[src/rtl/lintc_pkg.sv]
package lintc_pkg;
  localparam int CR_W      = 16;
  localparam int LVL_W     = 3;
  localparam int LVL_LSB   = 12;
  localparam int EN_BIT    = 8;
  localparam int REQ_BIT   = 4;
  localparam int DET_BIT   = 0;
  localparam int VALID_BIT = 15;

  typedef struct packed {
    logic [LVL_W-1:0] lvl;
    logic             en;
    logic             clr;
  } cr_wr_t;

  function automatic cr_wr_t decode_wr(input logic [CR_W-1:0] d);
    cr_wr_t r;
    r.lvl = d[LVL_LSB +: LVL_W];
    r.en  = d[EN_BIT];
    r.clr = d[DET_BIT] & ~d[REQ_BIT];
    return r;
  endfunction

  function automatic logic [CR_W-1:0] pack_cr(input logic [LVL_W-1:0] lvl,
                                                input logic en, input logic req);
    logic [CR_W-1:0] r;
    r = '0;
    r[LVL_LSB +: LVL_W] = lvl;
    r[EN_BIT]           = en;
    r[REQ_BIT]          = req;
    return r;
  endfunction
endpackage

[src/rtl/lintc_sync.sv]
module lintc_sync #(
  parameter int              NCH       = 8,
  parameter logic [NCH-1:0]  EDGE_MASK = '0
) (
  input  logic           clk,
  input  logic           rst_n,
  input  logic [NCH-1:0] line_i,
  output logic [NCH-1:0] evt_o
);
  for (genvar i = 0; i < NCH; i++) begin : g_ch
    logic s1_q, s2_q, s1_d, s2_d;

    always_comb begin
      s1_d = line_i[i];
      s2_d = s1_q;
    end

    always_ff @(posedge clk or negedge rst_n) begin
      if (!rst_n) begin
        s1_q <= 1'b0;
        s2_q <= 1'b0;
      end else begin
        s1_q <= s1_d;
        s2_q <= s2_d;
      end
    end

    if (EDGE_MASK[i]) begin : g_edge
      logic prev_q;
      always_ff @(posedge clk or negedge rst_n) begin
        if (!rst_n) prev_q <= 1'b0;
        else        prev_q <= s2_q;
      end
      assign evt_o[i] = s2_q & ~prev_q;


      edge_pulse_chk: assert property (@(posedge clk) disable iff (!rst_n)
        evt_o[i] |=> !evt_o[i]);
    end else begin : g_level
      assign evt_o[i] = s2_q;
    end
  end
endmodule

[src/rtl/lintc_chan.sv]
module lintc_chan
  import lintc_pkg::*;
(
  input  logic             clk,
  input  logic             rst_n,
  input  logic             wr_en,
  input  cr_wr_t           wr,
  input  logic             evt,
  output logic [LVL_W-1:0] lvl_o,
  output logic             en_o,
  output logic             req_o
);
  logic [LVL_W-1:0] lvl_q, lvl_d;
  logic             en_q, en_d;
  logic             req_q, req_d;

  always_comb begin
    lvl_d = lvl_q;
    en_d  = en_q;
    req_d = req_q;
    if (wr_en) begin
      lvl_d = wr.lvl;
      en_d  = wr.en;
      if (wr.clr) req_d = 1'b0;
    end
    if (evt) req_d = 1'b1;
  end

  always_ff @(posedge clk or negedge rst_n) begin
    if (!rst_n) begin
      lvl_q <= '0;
      en_q  <= 1'b0;
      req_q <= 1'b0;
    end else begin
      lvl_q <= lvl_d;
      en_q  <= en_d;
      req_q <= req_d;
    end
  end

  assign lvl_o = lvl_q;
  assign en_o  = en_q;
  assign req_o = req_q;


  evt_sets_chk: assert property (@(posedge clk) disable iff (!rst_n)
    (evt && !en_q) |=> req_q);

  set_wins_chk: assert property (@(posedge clk) disable iff (!rst_n)
    (evt && wr_en && wr.clr) |=> req_q);

  clr_chk: assert property (@(posedge clk) disable iff (!rst_n)
    (wr_en && wr.clr && !evt) |=> !req_q);

  latch_hold_chk: assert property (@(posedge clk) disable iff (!rst_n)
    (!(wr_en && wr.clr) && !evt) |=> $stable(req_q));

  cfg_hold_chk: assert property (@(posedge clk) disable iff (!rst_n)
    !wr_en |=> ($stable(lvl_q) && $stable(en_q)));
endmodule

[src/rtl/lintc_arb.sv]
module lintc_arb
  import lintc_pkg::*;
#(
  parameter int NCH   = 8,
  parameter int IDX_W = $clog2(NCH)
) (
  input  logic                      clk,
  input  logic                      rst_n,
  input  logic [NCH-1:0]            pend_i,
  input  logic [NCH-1:0][LVL_W-1:0] lvl_i,
  output logic                      valid_o,
  output logic [IDX_W-1:0]          idx_o,
  output logic [LVL_W-1:0]          lvl_o
);
  always_comb begin
    valid_o = 1'b0;
    idx_o   = '0;
    lvl_o   = '0;
    for (int i = 0; i < NCH; i++) begin
      if (pend_i[i] && (!valid_o || (lvl_i[i] < lvl_o))) begin
        valid_o = 1'b1;
        idx_o   = IDX_W'(i);
        lvl_o   = lvl_i[i];
      end
    end
  end


  win_pend_chk: assert property (@(posedge clk) disable iff (!rst_n)
    valid_o |-> (pend_i[idx_o] && (lvl_i[idx_o] == lvl_o)));

  none_pend_chk: assert property (@(posedge clk) disable iff (!rst_n)
    !valid_o |-> (pend_i == '0));
endmodule

[src/rtl/lintc_top.sv]
module lintc_top
  import lintc_pkg::*;
#(
  parameter int             NCH       = 8,
  parameter logic [NCH-1:0] EDGE_MASK = 8'h0F,
  parameter int             ADDR_W    = $clog2(NCH + 1)
) (
  input  logic              clk,
  input  logic              rst_n,
  input  logic [NCH-1:0]    irq_line,
  input  logic              bus_sel,
  input  logic              bus_we,
  input  logic [ADDR_W-1:0] bus_addr,
  input  logic [CR_W-1:0]   bus_wdata,
  output logic [CR_W-1:0]   bus_rdata,
  output logic              irq_out
);
  localparam int IDX_W = $clog2(NCH);

  // reset: asserted asynchronously, released on the clock
  logic rst_meta_q, rst_q;
  always_ff @(posedge clk or negedge rst_n) begin
    if (!rst_n) begin
      rst_meta_q <= 1'b0;
      rst_q      <= 1'b0;
    end else begin
      rst_meta_q <= 1'b1;
      rst_q      <= rst_meta_q;
    end
  end

  logic [NCH-1:0]            evt;
  logic [NCH-1:0]            wr_hit;
  logic [NCH-1:0]            en_v, req_v, pend;
  logic [NCH-1:0][LVL_W-1:0] lvl_v;
  cr_wr_t                    wr_dec;
  logic                      st_valid;
  logic [IDX_W-1:0]          st_idx;
  logic [LVL_W-1:0]          st_lvl;
  logic                      unused_wbits;

  assign wr_dec       = decode_wr(bus_wdata);
  assign unused_wbits = ^{bus_wdata[15], bus_wdata[11:9], bus_wdata[7:5], bus_wdata[3:1]};

  lintc_sync #(.NCH(NCH), .EDGE_MASK(EDGE_MASK)) sync_i (
    .clk(clk), .rst_n(rst_q), .line_i(irq_line), .evt_o(evt));

  for (genvar i = 0; i < NCH; i++) begin : g_chan
    assign wr_hit[i] = bus_sel & bus_we & (bus_addr == ADDR_W'(i));
    lintc_chan chan_i (
      .clk(clk), .rst_n(rst_q), .wr_en(wr_hit[i]), .wr(wr_dec), .evt(evt[i]),
      .lvl_o(lvl_v[i]), .en_o(en_v[i]), .req_o(req_v[i]));
  end

  assign pend = en_v & req_v;

  lintc_arb #(.NCH(NCH), .IDX_W(IDX_W)) arb_i (
    .clk(clk), .rst_n(rst_q), .pend_i(pend), .lvl_i(lvl_v),
    .valid_o(st_valid), .idx_o(st_idx), .lvl_o(st_lvl));

  assign irq_out = |pend;

  logic [IDX_W-1:0] rd_idx;
  assign rd_idx = bus_addr[IDX_W-1:0];

  always_comb begin
    bus_rdata = '0;
    if (bus_sel) begin
      if (bus_addr < ADDR_W'(NCH)) begin
        bus_rdata = pack_cr(lvl_v[rd_idx], en_v[rd_idx], req_v[rd_idx]);
      end else if (bus_addr == ADDR_W'(NCH)) begin
        bus_rdata[VALID_BIT]           = st_valid;
        bus_rdata[LVL_LSB +: LVL_W]    = st_lvl;
        bus_rdata[IDX_W-1:0]           = st_idx;
      end
    end
  end


  irq_stat_chk: assert property (@(posedge clk) disable iff (!rst_q)
    irq_out == st_valid);

  reset_quiet_chk: assert property (@(posedge clk) disable iff (!rst_q)
    $rose(rst_q) |-> (!irq_out && (req_v == '0)));
endmodule

[config.mk]
export PLATFORM = sky130hd
export DESIGN_NAME = lintc_top
export DESIGN_NICKNAME = d
export VERILOG_FILES = /design/src/rtl/lintc_pkg.sv /design/src/rtl/lintc_sync.sv /design/src/rtl/lintc_chan.sv /design/src/rtl/lintc_arb.sv /design/src/rtl/lintc_top.sv
export SDC_FILE = /design/constraint.sdc
export NUM_CORES = 1
export LEC_CHECK = 0
export ABC_AREA = 1
export CELL_PAD_IN_SITES_DETAIL_PLACEMENT = 2
export CELL_PAD_IN_SITES_GLOBAL_PLACEMENT = 2
export CORE_UTILIZATION = 32
export CTS_BUF_LIST = sky130_fd_sc_hd__clkbuf_16
export CTS_CLUSTER_DIAMETER = 30
export DETAILED_ROUTE_END_ITERATION = 8
export MAX_ROUTING_LAYER = met4
export PLACE_DENSITY = 0.83
export SLEW_MARGIN = 20
export SYNTH_ARGS = -nofsm -noshare
export SYNTH_HDL_FRONTEND = slang
export SYNTH_SLANG_ARGS = --single-unit
[constraint.sdc]
create_clock -name clk -period 9.77 [get_ports clk]
set_clock_uncertainty 0.05 [all_clocks]
set_input_delay 1.4655 -clock clk [delete_from_list [all_inputs] [get_ports clk]]
set_output_delay 1.4655 -clock clk [all_outputs]
set_load 0.1 [all_outputs]
After elaboration in Yosys (flattened, before gate mapping)
Index checks and enable logic that the tools add are counted.
{"block": "word_totals", "ff_bits": 62, "wordCells": 182}
{"block": "classes", "n_reduce_logical": 47, "bitwise_logic": 20, "n_lt_le_gt_ge": 9, "eq_ne": 8, "n_mux": 52}
{"cell": "3-bit two-way mux", "n": 15}
{"cell": "2-bit nonzero test", "n": 16}
{"cell": "1-bit two-way mux", "n": 28}
{"cell": "3-bit < comparator", "n": 7}
{"cell": "4-bit by 3-bit == test with 1-bit output (second input constant)", "n": 4}
{"cell": "16-bit two-way mux", "n": 1}
{"cell": "2-bit AND reduction", "n": 8}
{"cell": "1-bit bitwise AND", "n": 14}
{"cell": "3-bit binary-select mux with 3-bit select", "n": 1}
{"cell": "8-bit bitwise AND", "n": 1}
{"cell": "4-bit by 2-bit == test with 1-bit output (second input constant)", "n": 2}
{"cell": "4-bit two-way mux", "n": 2}
{"cell": "8-bit OR reduction", "n": 1}
{"cell": "1-bit logical AND", "n": 7}
{"cell": "1-bit zero test", "n": 7}
{"cell": "1-bit logical OR", "n": 7}
{"cell": "1-bit binary-select mux with 3-bit select", "n": 2}
{"cell": "6-bit two-way mux", "n": 1}
{"cell": "1-bit inverter", "n": 5}
{"cell": "4-bit by 1-bit == test with 1-bit output (second input constant)", "n": 1}
{"cell": "4-bit == test (second input constant)", "n": 1}
{"cell": "4-bit zero test", "n": 1}
{"cell": "3-bit by 4-bit < comparator with 1-bit output (second input constant)", "n": 1}
{"cell": "4-bit < comparator (second input constant)", "n": 1}
{"cell": "2-bit two-way mux", "n": 2}

Longest topological paths before layout
{"block": "logic_depth", "ltp_word": 33, "depth_mapped": 67, "depth_no_buf": 67}

Modules after synthesis
Synthesis repeated with hierarchy kept, for this count alone.
{"block": "hier_totals", "hier_cells": 533, "hier_area_um2": 3896.2}
{"mod": "lintc_chan", "area_each_um2": 203.9, "cells_per_inst": 22, "instances": 8, "seq_area_each_um2": 125.1}
{"mod": "lintc_arb", "area_each_um2": 872.1, "cells_per_inst": 156, "instances": 1, "seq_area_each_um2": 0.0}
{"mod": "lintc_top", "area_each_um2": 822.0, "cells_per_inst": 169, "instances": 1, "seq_area_each_um2": 50.0}
{"mod": "lintc_sync", "area_each_um2": 570.5, "cells_per_inst": 32, "instances": 1, "seq_area_each_um2": 500.5}

Least setup slack after synthesis
OpenSTA, ideal clock, no wires.
{"block": "synth_path", "path_type": "reg-to-output", "from": "register g_chan[0].chan_i.en_q", "to": "output port bus_rdata[2]", "stages_incl_launch_ff": 46, "t_arrival_ns": 7.791, "setup_slack_ns": 0.464, "n_path_buf": 0, "cell_sequence": "dfrtp_1 -> nand2_1 -> inv_2 -> nand2_1 -> ha_1 -> a21oi_1 -> nand2_1 -> nand2_2 -> nand2_4 -> o21ai_0 -> ha_1 -> a21oi_1 -> nand2_1 -> nand2_2 -> nand2_4 -> o21ai_0 -> ha_1 -> a21oi_1 -> [... 10 more ...] -> ha_1 -> a21oi_1 -> nand2_1 -> nand2_2 -> nand2_4 -> o21ai_0 -> ha_1 -> a21oi_1 -> nand2_1 -> nand2_2 -> nand2_4 -> o21ai_0 -> ha_1 -> a21oi_1 -> nand2_1 -> nand2_2 -> nand2_4 -> a41oi_1"}
{"block": "synth_via", "elab_chain_cells": 33}
{"element": "from (decl)", "line": "lintc_chan.sv:14", "rtl": "logic en_q, en_d;"}
{"element": "from (signal assigned)", "line": "lintc_chan.sv:36", "rtl": "en_q <= en_d;"}
{"element": "8-bit bitwise AND (*)", "line": "lintc_top.sv:55", "rtl": "assign pend = en_v & req_v;"}
{"element": "3-bit two-way mux or 1-bit two-way mux (tied branches)", "line": "lintc_arb.sv:20", "rtl": "if (pend_i[i] && (!valid_o || (lvl_i[i] < lvl_o))) begin"}
{"element": "3-bit < comparator or 1-bit zero test (tied branches)", "line": "lintc_arb.sv:20"}
{"element": "1-bit logical OR", "line": "lintc_arb.sv:20"}
{"element": "1-bit logical AND", "line": "lintc_arb.sv:20"}
{"element": "3-bit two-way mux or 1-bit two-way mux (tied branches)", "line": "lintc_arb.sv:20"}
{"element": "3-bit < comparator or 1-bit zero test (tied branches)", "line": "lintc_arb.sv:20"}
{"element": "1-bit logical OR", "line": "lintc_arb.sv:20"}
{"element": "[... 17 more ...]"}
{"element": "3-bit two-way mux or 1-bit two-way mux (tied branches)", "line": "lintc_arb.sv:20"}
{"element": "3-bit < comparator or 1-bit zero test (tied branches)", "line": "lintc_arb.sv:20"}
{"element": "1-bit logical OR", "line": "lintc_arb.sv:20"}
{"element": "1-bit logical AND", "line": "lintc_arb.sv:20"}
{"element": "3-bit two-way mux (*)", "line": "lintc_arb.sv:20"}
{"element": "3-bit two-way mux (*)", "line": "lintc_top.sv:71", "rtl": "end else if (bus_addr == ADDR_W'(NCH)) begin"}
{"element": "3-bit two-way mux (*)", "line": "lintc_top.sv:69", "rtl": "if (bus_addr < ADDR_W'(NCH)) begin"}
{"element": "16-bit two-way mux (*)", "line": "lintc_top.sv:68", "rtl": "if (bus_sel) begin"}
{"element": "to (decl)", "line": "lintc_top.sv:15", "rtl": "output logic [CR_W-1:0] bus_rdata,"}
Every way passes the cells marked *; elsewhere a longest branch is shown, timed or not.

Final worst setup path
{"block": "layout_path", "from": "register g_chan[0].chan_i.req_q", "to": "output port bus_rdata[14]"}
{"block": "layout_via", "elab_chain_cells": 33}
{"element": "from (decl)", "line": "lintc_chan.sv:15", "rtl": "logic req_q, req_d;"}
{"element": "from (signal assigned)", "line": "lintc_chan.sv:37", "rtl": "req_q <= req_d;"}
{"element": "8-bit bitwise AND (*)", "line": "lintc_top.sv:55"}
{"element": "3-bit two-way mux or 1-bit two-way mux (tied branches)", "line": "lintc_arb.sv:20"}
{"element": "3-bit < comparator or 1-bit zero test (tied branches)", "line": "lintc_arb.sv:20"}
{"element": "1-bit logical OR", "line": "lintc_arb.sv:20"}
{"element": "1-bit logical AND", "line": "lintc_arb.sv:20"}
{"element": "3-bit two-way mux or 1-bit two-way mux (tied branches)", "line": "lintc_arb.sv:20"}
{"element": "3-bit < comparator or 1-bit zero test (tied branches)", "line": "lintc_arb.sv:20"}
{"element": "1-bit logical OR", "line": "lintc_arb.sv:20"}
{"element": "[... 17 more ...]"}
{"element": "3-bit two-way mux or 1-bit two-way mux (tied branches)", "line": "lintc_arb.sv:20"}
{"element": "3-bit < comparator or 1-bit zero test (tied branches)", "line": "lintc_arb.sv:20"}
{"element": "1-bit logical OR", "line": "lintc_arb.sv:20"}
{"element": "1-bit logical AND", "line": "lintc_arb.sv:20"}
{"element": "3-bit two-way mux (*)", "line": "lintc_arb.sv:20"}
{"element": "4-bit two-way mux (*)", "line": "lintc_top.sv:71"}
{"element": "4-bit two-way mux (*)", "line": "lintc_top.sv:69"}
{"element": "16-bit two-way mux (*)", "line": "lintc_top.sv:68"}
Marked as above.

==> flow_summary.toml <==
[drt]
final_antenna_net_count = 0
drt-initial-drc-count = 134
first_pass_iters = 4
vias = 3116
drt-vias-per-instance = 5.20
drc_errors = 0
wl_um = 10900
wl_per_cell_um = 18.2

[logic_synthesis]
synth_area_per_cell_um2 = 8.05
yosys_warnings = 0
async_flop_share = 1.00
seq_area_frac_synth = 0.461
synthesis.area_um2 = 3360
synth_edf_count = 0
ys_ff_latch = 62
synth_cells = 418
synth_flop_cell = "dfrtp_1"
synth_cell_types = 25

[grt]
grtUsageTotal = 0.214
grt_overflow = 0
grt_pass1_wl_um = 17400
antenna_found_initial = 0
grt_pass1_vias = 3358
grt_max_degree = 38

[floorplan]
die_x_um = 105
design.portCount = 49
floorplan.core_area_um2 = 10300
die-height_um = 105
dieArea_um2 = 10900
core.rowCount = 37
start_util = 0.327

[sta]
fin_crit_ns = 9.29
relSlewSlack = 0.344
slew_violations = 0
period_share = 0.951
worst-slew-pin-transition_ns = 0.981
finalHoldViolations = 0
setup_viol = 0
fin_setup_tns_ns = 0
fmax_mhz = 108

[place]
port_buffers = 31
place_area_um2 = 3800
dp_hpwl_um = 7750
place_inst = 582
gp_congestion = 0.809

[cells_and_area]
mostFrequentLayoutCells = "nand2_1, dfrtp_1, inv_1, o21ai_0, nand3_1"
final_util = 0.406
drive_gt1_frac = 0.121
layout_commonest_cell = "nand2_1"
final_area_um2 = 4170
area_growth_pct = 23.9
nFillCells = 1187
final-instance-count-excl-fill = 599
nets = 505
diodes = 0

[power]
internal_power_uw = 640
ir_worst_vdd_mv = 0.153
switchingPower_uw = 411
comb_power_share = 0.385
swShare = 0.391
powerDensity_nw_per_um2 = 252
leakage_uw = 0.00205
seqPwrFrac = 0.304
clkPwrFrac = 0.311

[clock_tree]
clock_latency_ns = 0.33
htreeDepth = 3
cts_tree = "built"
cts-root-buf = "clkbuf_16"
cts_max_path_buffers = 2
cts_sinks = 62
clkSlewWorstSetupHoldPaths_ns = 0.05
numCtsBuffers = 9

[job]
cap_viol_max_count = 0

[worst_setup_path]
worstPathMaxFanout = 8
worstSetupPathType = "reg2out"
cp_common_cell = "nand2_1"
slowest_stage = "dfrtp_1"
worstSetupStartpointType = "flop"
max_stage_delay_ns = 0.40
worstSetupEndpointType = "output pin"
required_ns = 8.25
worst_ep_arrival_time_ns = 7.77

[run_status]
status = "complete, no violations"

[hold_path]
hp-class = "reg2async"
registers in the layout (all words and copies together), names as in the netlist:
signal / cells
g_chan.chan_i.en_o: 8
rst_meta_q: 1
rst_q: 1
sync_i.g_ch.s1_q: 8
sync_i.g_ch.g_edge.prev_q: 4
g_chan.chan_i.lvl_o: 24
sync_i.g_ch.s2_q: 8
g_chan.chan_i.req_o: 8
synth_stat cells (2+ instances only):
cell type	number	area (um^2)
nor3_1	4	20.0
conb_1	2	7.51
a22oi_1	5	37.5
o21ai_0	56	280
nand2_2	10	62.6
nand3_1	29	145
nand2_1	114	428
o221ai_1	2	17.5
clkbuf_1	2	7.51
nor2_1	19	71.3
a21oi_1	15	75.1
nand3_2	4	40.0
nand2_4	10	113
buf_4	7	52.6
o22ai_1	4	25.0
inv_1	49	184
dfrtp_1	62	1550
o31ai_1	4	30.0
ha_1	14	175
routing by layer:
layer  global-route usage  routed length, um
met1                0.252               4670
met4               0.0755                292
met5                    -                  0
met2                0.366               5650
met3               0.0387                302
path summary, 6_finish.rpt:
| path | from | to | slack [ns] | cells after the start |
|---|---|---|---|---|
| min | rst_q | g_chan[5].chan_i.lvl_o[0] | 0.19 | 0 |
| max in group asynchronous | rst_n | rst_q | 8.29 | 1 |
| min reg2reg | rst_q | g_chan[5].chan_i.lvl_o[0] | 0.19 | 0 |
| max reg2reg | rst_q | sync_i.g_ch[0].g_edge.prev_q | 8.59 | 1 |
| min in group clk | sync_i.g_ch[0].s1_q | sync_i.g_ch[0].s2_q | 0.30 | 0 |
| max | g_chan[0].chan_i.req_o | bus_rdata[14] | 0.48 | 55 |
worst max-delay path: cells and delay by family, from the launching register on:
| kind | cells | cell delay, ns |
|---|---|---|
| buffers and inverters | 3 | 0.38 |
| adder cells (fa/ha/maj) | 7 | 2.14 |
| AND/OR/NAND/NOR | 32 | 2.73 |
| AO/OA/AOI/OAI | 13 | 1.80 |
| flip-flops | 1 | 0.40 |
repair_timing:
| item | CTS | global route |
|---|---|---|
| setup buffers | 0 | 2 |
| hold buffers | 0 | 0 |
| setup endpoints to repair | 6 | 6 |
| resized for setup | 6 | 20 |
| endpoints found under the hold margin | 0 | 0 |
layout make-up:
class                      count  area [um^2]  share of cell area
clock buffer                   9          225              0.0540
clock inverter                 6         78.8              0.0189
inverter                      50          188              0.0450
multi-input combinational    302         1620               0.388
sequential                    62         1550               0.372
tap                          136          170              0.0408
timing repair buffer          34          337              0.0807
power groups by stage:
stage	sequential, uW	clock [uW]	combinational [uW]
2_1_floorplan	311	0	291
3_3_place_gp	320	0	354
3_5_place_dp	322	0	382
4_1_cts	319	335	390
5_1_grt	324	344	452
6_report	320	327	405
cells by family (layout without fill, tap and decap cells):
group	count (synthesis)	in the layout	synth area share
adder cells (fa/ha/maj)	14	14	0.0521
flip-flops	62	62	0.461
other	2	8	0.00223
buffers and inverters	60	99	0.0747
AND/OR/NAND/NOR	191	191	0.263
AO/OA/AOI/OAI	89	89	0.147
stage by stage:
stage                     setup slack [ns]  hold WS (ns)  power (uW)
after floorplan                      0.464         0.281         603
after global placement               0.559         0.204         674
after detailed placement             0.200         0.207         704
after CTS                           0.0160         0.210        1040
after global routing                -0.112         0.252        1120
final                                0.480         0.187        1050
Note: power is estimated with default switching activity, not from simulation.
